$ cat src/rtl/svc_pkg.sv
package svc_pkg;

    localparam int CODE_W        = 9;
    localparam int CODE_UNITY    = 400;
    localparam int CODE_TOP      = 448;
    localparam int STEPS_PER_OCT = 24;
    localparam int FRAC_W        = 16;
    localparam int FRAC_SHIFT    = 15;
    localparam int TOP_SHIFT     = 2;

    typedef logic [CODE_W-1:0] code_t;

    typedef struct packed {
        logic mute_r;
        logic mute_l;
        logic zc_en;
        logic ramp_up_en;
        logic ramp_dn_en;
    } ctrl_t;

    typedef enum logic [1:0] {
        ADDR_CTRL  = 2'd0,
        ADDR_VOL_L = 2'd1,
        ADDR_VOL_R = 2'd2
    } addr_e;

    // Q1.15 attenuation for k quarter-dB steps within one 6 dB octave.
    function automatic logic [FRAC_W-1:0] frac_of(input logic [4:0] k);
        case (k)
            5'd0:    frac_of = 16'd32768;
            5'd1:    frac_of = 16'd31838;
            5'd2:    frac_of = 16'd30935;
            5'd3:    frac_of = 16'd30057;
            5'd4:    frac_of = 16'd29205;
            5'd5:    frac_of = 16'd28376;
            5'd6:    frac_of = 16'd27571;
            5'd7:    frac_of = 16'd26789;
            5'd8:    frac_of = 16'd26029;
            5'd9:    frac_of = 16'd25290;
            5'd10:   frac_of = 16'd24573;
            5'd11:   frac_of = 16'd23875;
            5'd12:   frac_of = 16'd23198;
            5'd13:   frac_of = 16'd22540;
            5'd14:   frac_of = 16'd21900;
            5'd15:   frac_of = 16'd21279;
            5'd16:   frac_of = 16'd20675;
            5'd17:   frac_of = 16'd20089;
            5'd18:   frac_of = 16'd19519;
            5'd19:   frac_of = 16'd18965;
            5'd20:   frac_of = 16'd18427;
            5'd21:   frac_of = 16'd17904;
            5'd22:   frac_of = 16'd17396;
            default: frac_of = 16'd16903;
        endcase
    endfunction

endpackage

$ cat src/rtl/svc_regs.sv
module svc_regs
    import svc_pkg::*;
#(
    parameter int NCH = 2
) (
    input  logic                     clk,
    input  logic                     rst,
    input  logic                     wr_en,
    input  logic [1:0]               wr_addr,
    input  logic [CODE_W:0]          wr_data,
    output ctrl_t                    ctrl,
    output logic [NCH-1:0][CODE_W-1:0] target
);

    logic commit;
    assign commit = wr_en && wr_data[CODE_W] &&
                    (wr_addr == ADDR_VOL_L || wr_addr == ADDR_VOL_R);

    always_ff @(posedge clk) begin
        if (rst) begin
            ctrl <= '0;
        end else if (wr_en && wr_addr == ADDR_CTRL) begin
            ctrl <= ctrl_t'(wr_data[$bits(ctrl_t)-1:0]);
        end
    end

    for (genvar g = 0; g < NCH; g++) begin : g_ch
        localparam logic [1:0] MY_ADDR = (g == 0) ? ADDR_VOL_L : ADDR_VOL_R;
        logic  hit;
        code_t shadow, shadow_nxt;

        assign hit        = wr_en && (wr_addr == MY_ADDR);
        assign shadow_nxt = hit ? wr_data[CODE_W-1:0] : shadow;

        always_ff @(posedge clk) begin
            if (rst) begin
                shadow    <= code_t'(CODE_UNITY);
                target[g] <= code_t'(CODE_UNITY);
            end else begin
                shadow <= shadow_nxt;
                if (commit) target[g] <= shadow_nxt;
            end
        end
    end

    AST_STAGE_HOLDS_TARGET: assert property (@(posedge clk) disable iff (rst)
        (wr_en && !wr_data[CODE_W]) |=> $stable(target));

endmodule

$ cat src/rtl/svc_code_ctrl.sv
module svc_code_ctrl
    import svc_pkg::*;
#(
    parameter int ZC_TIMEOUT = 16
) (
    input  logic  clk,
    input  logic  rst,
    input  logic  smp_valid,
    input  logic  smp_sign,
    input  code_t target,
    input  logic  mute,
    input  logic  ramp_up_en,
    input  logic  ramp_dn_en,
    input  logic  zc_en,
    output code_t code_now,
    output logic  silence
);

    localparam int CNT_W = $clog2(ZC_TIMEOUT) + 1;

    code_t             active, nxt, goal;
    logic [CNT_W-1:0]  wait_cnt, wait_nxt;
    logic              prev_sign;
    logic              crossed;

    assign goal    = mute ? '0 : target;
    assign crossed = smp_sign != prev_sign;

    always_comb begin
        nxt      = active;
        wait_nxt = '0;
        if (smp_valid && active != goal) begin
            if (mute) begin
                nxt = active - 1'b1;
            end else if (goal > active && ramp_up_en) begin
                nxt = active + 1'b1;
            end else if (goal < active && ramp_dn_en) begin
                nxt = active - 1'b1;
            end else if (zc_en) begin
                if (crossed || wait_cnt == CNT_W'(ZC_TIMEOUT - 1)) begin
                    nxt = goal;
                end else begin
                    wait_nxt = wait_cnt + 1'b1;
                end
            end else begin
                nxt = goal;
            end
        end
    end

    always_ff @(posedge clk) begin
        if (rst) begin
            active    <= code_t'(CODE_UNITY);
            wait_cnt  <= '0;
            prev_sign <= 1'b0;
        end else if (smp_valid) begin
            active    <= nxt;
            wait_cnt  <= wait_nxt;
            prev_sign <= smp_sign;
        end
    end

    assign code_now = nxt;
    assign silence  = mute && (nxt == '0);

    AST_CODE_ONLY_ON_STROBE: assert property (@(posedge clk) disable iff (rst)
        !smp_valid |=> $stable(active));

    AST_MUTE_STEPS_DOWN: assert property (@(posedge clk) disable iff (rst)
        (smp_valid && mute && active != '0) |=> (active == $past(active) - 9'd1));

    AST_RAMP_UNIT_STEP: assert property (@(posedge clk) disable iff (rst)
        (smp_valid && !mute && ramp_up_en && ramp_dn_en) |=>
        (active == $past(active) || active == $past(active) + 9'd1 ||
         active == $past(active) - 9'd1));

endmodule

$ cat src/rtl/svc_gain.sv
module svc_gain
    import svc_pkg::*;
#(
    parameter int SW = 24
) (
    input  code_t          code,
    input  logic [SW-1:0]  sample,
    output logic [SW-1:0]  result
);

    localparam int PW = SW + FRAC_W + 2;
    localparam logic signed [PW-1:0] MAXV = (PW'(1) <<< (SW - 1)) - PW'(1);
    localparam logic signed [PW-1:0] MINV = -(PW'(1) <<< (SW - 1));

    code_t                 clamped, atten;
    logic [4:0]            octave, step;
    logic [FRAC_W-1:0]     frac;
    logic [5:0]            sh;
    logic signed [PW-1:0]  sx, fx, prod, rnd, sum, shifted;

    always_comb begin
        clamped = (code > code_t'(CODE_TOP)) ? code_t'(CODE_TOP) : code;
        atten   = code_t'(CODE_TOP) - clamped;
        octave  = 5'(atten / code_t'(STEPS_PER_OCT));
        step    = 5'(atten % code_t'(STEPS_PER_OCT));
        frac    = frac_of(step);
        sh      = 6'(FRAC_SHIFT - TOP_SHIFT) + 6'(octave);
        sx      = {{(PW-SW){sample[SW-1]}}, sample};
        fx      = {{(PW-FRAC_W){1'b0}}, frac};
        prod    = sx * fx;
        rnd     = PW'(1) <<< (sh - 6'd1);
        sum     = prod + rnd;
        shifted = sum >>> sh;
        if (shifted > MAXV)      result = MAXV[SW-1:0];
        else if (shifted < MINV) result = MINV[SW-1:0];
        else                     result = shifted[SW-1:0];
    end

endmodule

$ cat src/rtl/stereo_vol_ctrl.sv
module stereo_vol_ctrl
    import svc_pkg::*;
#(
    parameter int SAMPLE_W   = 24,
    parameter int ZC_TIMEOUT = 16
) (
    input  logic                clk,
    input  logic                rst,
    input  logic                wr_en,
    input  logic [1:0]          wr_addr,
    input  logic [CODE_W:0]     wr_data,
    input  logic                smp_valid,
    input  logic [SAMPLE_W-1:0] smp_in_l,
    input  logic [SAMPLE_W-1:0] smp_in_r,
    output logic                out_valid,
    output logic [SAMPLE_W-1:0] smp_out_l,
    output logic [SAMPLE_W-1:0] smp_out_r
);

    localparam int NCH = 2;

    ctrl_t                             ctrl;
    logic [NCH-1:0][CODE_W-1:0]        target;
    logic [NCH-1:0][SAMPLE_W-1:0]      smp_in, out_q;

    assign smp_in[0] = smp_in_l;
    assign smp_in[1] = smp_in_r;

    svc_regs #(.NCH(NCH)) u_regs (
        .clk     (clk),
        .rst     (rst),
        .wr_en   (wr_en),
        .wr_addr (wr_addr),
        .wr_data (wr_data),
        .ctrl    (ctrl),
        .target  (target)
    );

    for (genvar g = 0; g < NCH; g++) begin : g_ch
        code_t                code_now;
        logic                 silence;
        logic [SAMPLE_W-1:0]  gained;

        svc_code_ctrl #(.ZC_TIMEOUT(ZC_TIMEOUT)) u_code (
            .clk        (clk),
            .rst        (rst),
            .smp_valid  (smp_valid),
            .smp_sign   (smp_in[g][SAMPLE_W-1]),
            .target     (target[g]),
            .mute       ((g == 0) ? ctrl.mute_l : ctrl.mute_r),
            .ramp_up_en (ctrl.ramp_up_en),
            .ramp_dn_en (ctrl.ramp_dn_en),
            .zc_en      (ctrl.zc_en),
            .code_now   (code_now),
            .silence    (silence)
        );

        svc_gain #(.SW(SAMPLE_W)) u_gain (
            .code   (code_now),
            .sample (smp_in[g]),
            .result (gained)
        );

        always_ff @(posedge clk) begin
            if (rst)            out_q[g] <= '0;
            else if (smp_valid) out_q[g] <= silence ? '0 : gained;
        end
    end

    always_ff @(posedge clk) begin
        if (rst) out_valid <= 1'b0;
        else     out_valid <= smp_valid;
    end

    assign smp_out_l = out_q[0];
    assign smp_out_r = out_q[1];

    AST_OUT_FOLLOWS_STROBE: assert property (@(posedge clk) disable iff (rst)
        smp_valid |=> out_valid);

    AST_OUT_QUIET_HOLDS: assert property (@(posedge clk) disable iff (rst)
        !smp_valid |=> (!out_valid && $stable(smp_out_l) && $stable(smp_out_r)));

endmodule

$ cat config.mk
export PLATFORM = sky130hd
export DESIGN_NAME = stereo_vol_ctrl
export DESIGN_NICKNAME = d
export VERILOG_FILES = /design/src/rtl/svc_pkg.sv /design/src/rtl/svc_regs.sv /design/src/rtl/svc_code_ctrl.sv /design/src/rtl/svc_gain.sv /design/src/rtl/stereo_vol_ctrl.sv
export SDC_FILE = /design/constraint.sdc
export NUM_CORES = 2
export LEC_CHECK = 0
export ABC_CLOCK_PERIOD_IN_PS = 32800
export CAP_MARGIN = 20
export CORE_ASPECT_RATIO = 0.8
export CORE_UTILIZATION = 35
export CTS_CLUSTER_SIZE = 20
export DETAILED_ROUTE_END_ITERATION = 12
export DONT_BUFFER_PORTS = 1
export GPL_TIMING_DRIVEN = 0
export SETUP_SLACK_MARGIN = 0.15
export SYNTH_ARGS = -nofsm -noshare
export SYNTH_HDL_FRONTEND = slang
export SYNTH_SLANG_ARGS = --single-unit
export TNS_END_PERCENT = 20
$ cat constraint.sdc
create_clock -name clk -period 32.8 [get_ports clk]
set_clock_uncertainty 0.15 [all_clocks]
set_input_delay 0 -clock clk [delete_from_list [all_inputs] [get_ports clk]]
set_output_delay 0 -clock clk [all_outputs]
set_load 0.05 [all_outputs]
==> PnR_summary.wiki <==
{| class="wikitable"
! Metric !! Value
|-
| Number of I/O pins || around 110
|-
| Number of H-tree levels || 4
|-
| Detail-routed via count per cell || approximately 5.4
|-
| Worst min path class || in -> reg
|-
| Number of sinks handled by clock tree synthesis || 120
|-
| Setup crit end kind || register
|-
| CP Max Fanout || 12
|-
| Starting density of the core || approximately a third
|-
| Clock period minus final worst setup slack || 22.21 ns
|-
| Hold depth || 3
|-
| Mapped cell area || about 47000 um^2
|-
| Violation count after the first detailed-routing iteration || approximately 3800
|-
| Data arrival time of the critical path || around 22 ns
|-
| Post_cts resized || 0
|-
| Highest-delay cell along the critical path || nor4_2
|-
| Placeable core region || ~130000 um^2
|-
| Number of warnings reported in the yosys synthesis log || 0
|-
| Chip Height || approximately 330 um
|-
| Number of buffers inserted during clock tree synthesis || 17
|-
| Vias in the first global route || 40495
|-
| Part of the Yosys area used for sequential elements || under 10%
|-
| Fraction of the cycle the final worst path needs || approximately two thirds
|-
| Via count of the routed design || 41720
|-
| Die outline area || between 100000 and 150000 um^2
|-
| Outcome || completed
|-
| Start of the worst register-to-register path || g_ch[1].u_code.active[2]
|-
| Slew at the pin closest to its max-slew limit || ~1.2 ns
|-
| Worst path max stage delay || 0.64 ns
|-
| Maximum number of buffers from clock root to sink || 2
|-
| Clock-pin slew of the registers on the worst-case setup and hold paths || 0.07 ns
|-
| CP startpoint kind || register
|-
| 1st-pass router iterations || 8
|-
| Final-layout setup total negative slack || 0 ns
|-
| Number of buffers added on ports || 0
|-
| Number of setup violations in the final report || 0
|-
| Root Driver || clkbuf_16
|-
| Count of flip-flops with a built-in enable after synthesis || 0
|-
| Routed wire length || roughly 150000 um
|-
| Horizontal die dimension || roughly 410 um
|-
| Worst R2R Setup Slack || 10.59 ns
|-
| Fraction of layout cells with a size suffix above 1 || under 10%
|-
| DPL Wire Length || 128000 um
|-
| Critical path start-end classification || reg -> reg
|-
| CTS tree || yes
|-
| Final Net Count || roughly 7100
|-
| Worst Hold End || g_ch[1].u_code.prev_sign
|-
| Required time at the endpoint of the critical path || ~33 ns
|-
| First-pass GRT wire length || 239000 um
|-
| Overall Global Routing Usage || roughly 22%
|-
| Post-synth top flop || dfxtp_1
|-
| Achievable frequency || 45.0 MHz
|-
| Number of cells on the worst reg-to-reg path || 80
|-
| ANT nets after route || 0
|-
| Net count after synthesis || between 7000 and 8000
|-
| Wire length per cell after detailed routing || about 20 um
|-
| Remaining global-route overflow || 0
|-
| Initial antenna violation count || 1
|-
| Maximum number of pins on one net before global-route repair || 17
|-
| Setup repair after global routing missed its margin || no
|-
| Endpoint of the worst register-to-register path || smp_out_r[6]
|-
| Cell seen most often among critical-path stages || a21oi_1
|-
| Number of rows in the core area || 120
|-
| Total of flip-flops plus latches after synthesis || between 100 and 150
|-
| Number of different library cells in the post-synthesis netlist || ~120
|-
| DRC violations left || 0
|-
| Number of cells produced by synthesis || between 5000 and 6000
|-
| Final weighted congestion of routability-driven global placement || 0.952
|-
| Area Overhead vs Synth || 6.66%
|-
| Average cell area after synthesis || ~8.1 um^2
|-
| Final-report max-slew violation count || 0
|-
| Worst slew margin || ~17%
|-
| Number of hold-slack violations in the final timing report || 0
|-
| Fraction of synthesis flops using an asynchronous set or reset pin || 0%
|-
| Number of max-cap violations || 0
|-
| Hold wc startpoint || smp_valid
|-
| Clock Latency Late Sink || between 0.4 and 0.5 ns
|}
-- cell usage in the layout (no fill, tap or decap), types with 32 or more instances in the layout --
cell	count
a211oi_1	73
a21o_1	77
a21oi_1	277
a221o_1	32
a31oi_1	52
and2_1	217
and3_1	63
clkbuf_1	234
dfxtp_1	120
fa_1	756
ha_1	347
inv_1	1006
mux2i_1	185
nand2_1	733
nand2b_1	64
nand3_1	86
nor2_1	351
nor2b_1	138
nor3_1	54
o211ai_1	34
o21a_1	42
o21ai_0	144
o21bai_1	33
xnor2_1	152
xor2_1	38
-- layout make-up --
cell class	count	area, um^2
clock inverter	14	161
antenna	3	7.51
inverter	1012	3800
multi-input combinational	4436	39900
timing repair buffer	33	308
sequential	120	2400
tap	1769	2210
clock buffer	18	429
buffer	283	1120
fill	13876	83500
-- routing by layer --
layer	share of wire (%)	routed length, um	vias to the layer above	track usage (%)
li1	-	-	19220	-
met4	1.4	2090	0	3.55
met5	0	0	-	0
met3	8.7	13400	128	4.27
met2	41	63100	1619	32.2
met1	49	75400	20753	34.5
-- critical path: cells and delay by family (launching register included) --
family / cells / cell delay [ns]
fa+ha+maj: 10 / 4.04
simple gates: 21 / 5.40
compound gates: 33 / 8.06
xor+xnor: 1 / 0.16
flops: 1 / 0.40
buf+inv: 15 / 3.87
-- sequential cells by signal (all words and copies together), names as in the netlist --
register               cells
smp_out_r                 24
u_regs.ctrl                5
u_regs.g_ch.shadow        18
g_ch.u_code.prev_sign      2
out_valid                  1
u_regs.target             18
g_ch.u_code.wait_cnt      10
smp_out_l                 24
g_ch.u_code.active        18
-- worst max path at each step --
stage	slack, ns	end	from	cells past startpoint
after floorplan	15.31	smp_out_r[18]	u_regs.ctrl[4]	77
after global placement	10.38	smp_out_r[6]	u_regs.ctrl[4]	79
after detailed placement	10.69	smp_out_r[6]	u_regs.ctrl[4]	80
after CTS	10.65	smp_out_r[15]	u_regs.ctrl[4]	81
after global routing	9.11	smp_out_r[4]	u_regs.ctrl[4]	81
final	10.59	smp_out_r[6]	g_ch[1].u_code.active[2]	80
-- cells in the mapped netlist, types with 42 or more instances --
library cell	instances	area [um^2]
fa_1	756	15100
and3_1	63	394
nand2_1	733	2750
clkbuf_1	233	875
ha_1	347	4340
nand2b_1	64	400
a31oi_1	52	325
a21o_1	77	578
xnor2_1	152	1330
nor2_1	352	1320
nand3_1	86	430
dfxtp_1	120	2400
inv_1	1006	3780
and2_1	217	1360
mux2i_1	185	1850
a21oi_1	277	1390
o21a_1	42	315
nor3_1	55	275
o21ai_0	145	726
nor2b_1	138	863
a211oi_1	74	556
-- stage by stage --
stage                     cell area, um^2  instances  setup WS (ns)  utilization, %  hold slack [ns]
after detailed placement            49500       7631          10.69            37.0           0.0101
after CTS                           50300       7682          10.65            37.6           0.0539
after global routing                50300       7685           9.11            37.6           0.0900
after global placement              49400       7620          10.38            36.9          0.00290
after floorplan                     47200       5851          15.31               -         -0.00251
final                               50300       7688          10.59            37.6           0.0690
-- cells by family after synthesis --
kind of cell / Yosys count / share of synthesized area (%)
and+or+nand+nor: 1842 / 18.7
AOI/OAI and AO/OA: 1080 / 16.0
DFF: 120 / 5.09
xor gates and xnor gates: 191 / 3.56
buffers and inverters: 1295 / 10.4
muxes: 219 / 4.90
adders and majority gates: 1104 / 41.3
-- what timing repair did --
action	CTS	global route
hold endpoints to repair	45	0
setup buffers	0	0
hold buffers	19	0
Power is left out: the tool's default activity adds up to more than one toggle a clock period on the data nets, which glitch-free logic cannot reach.
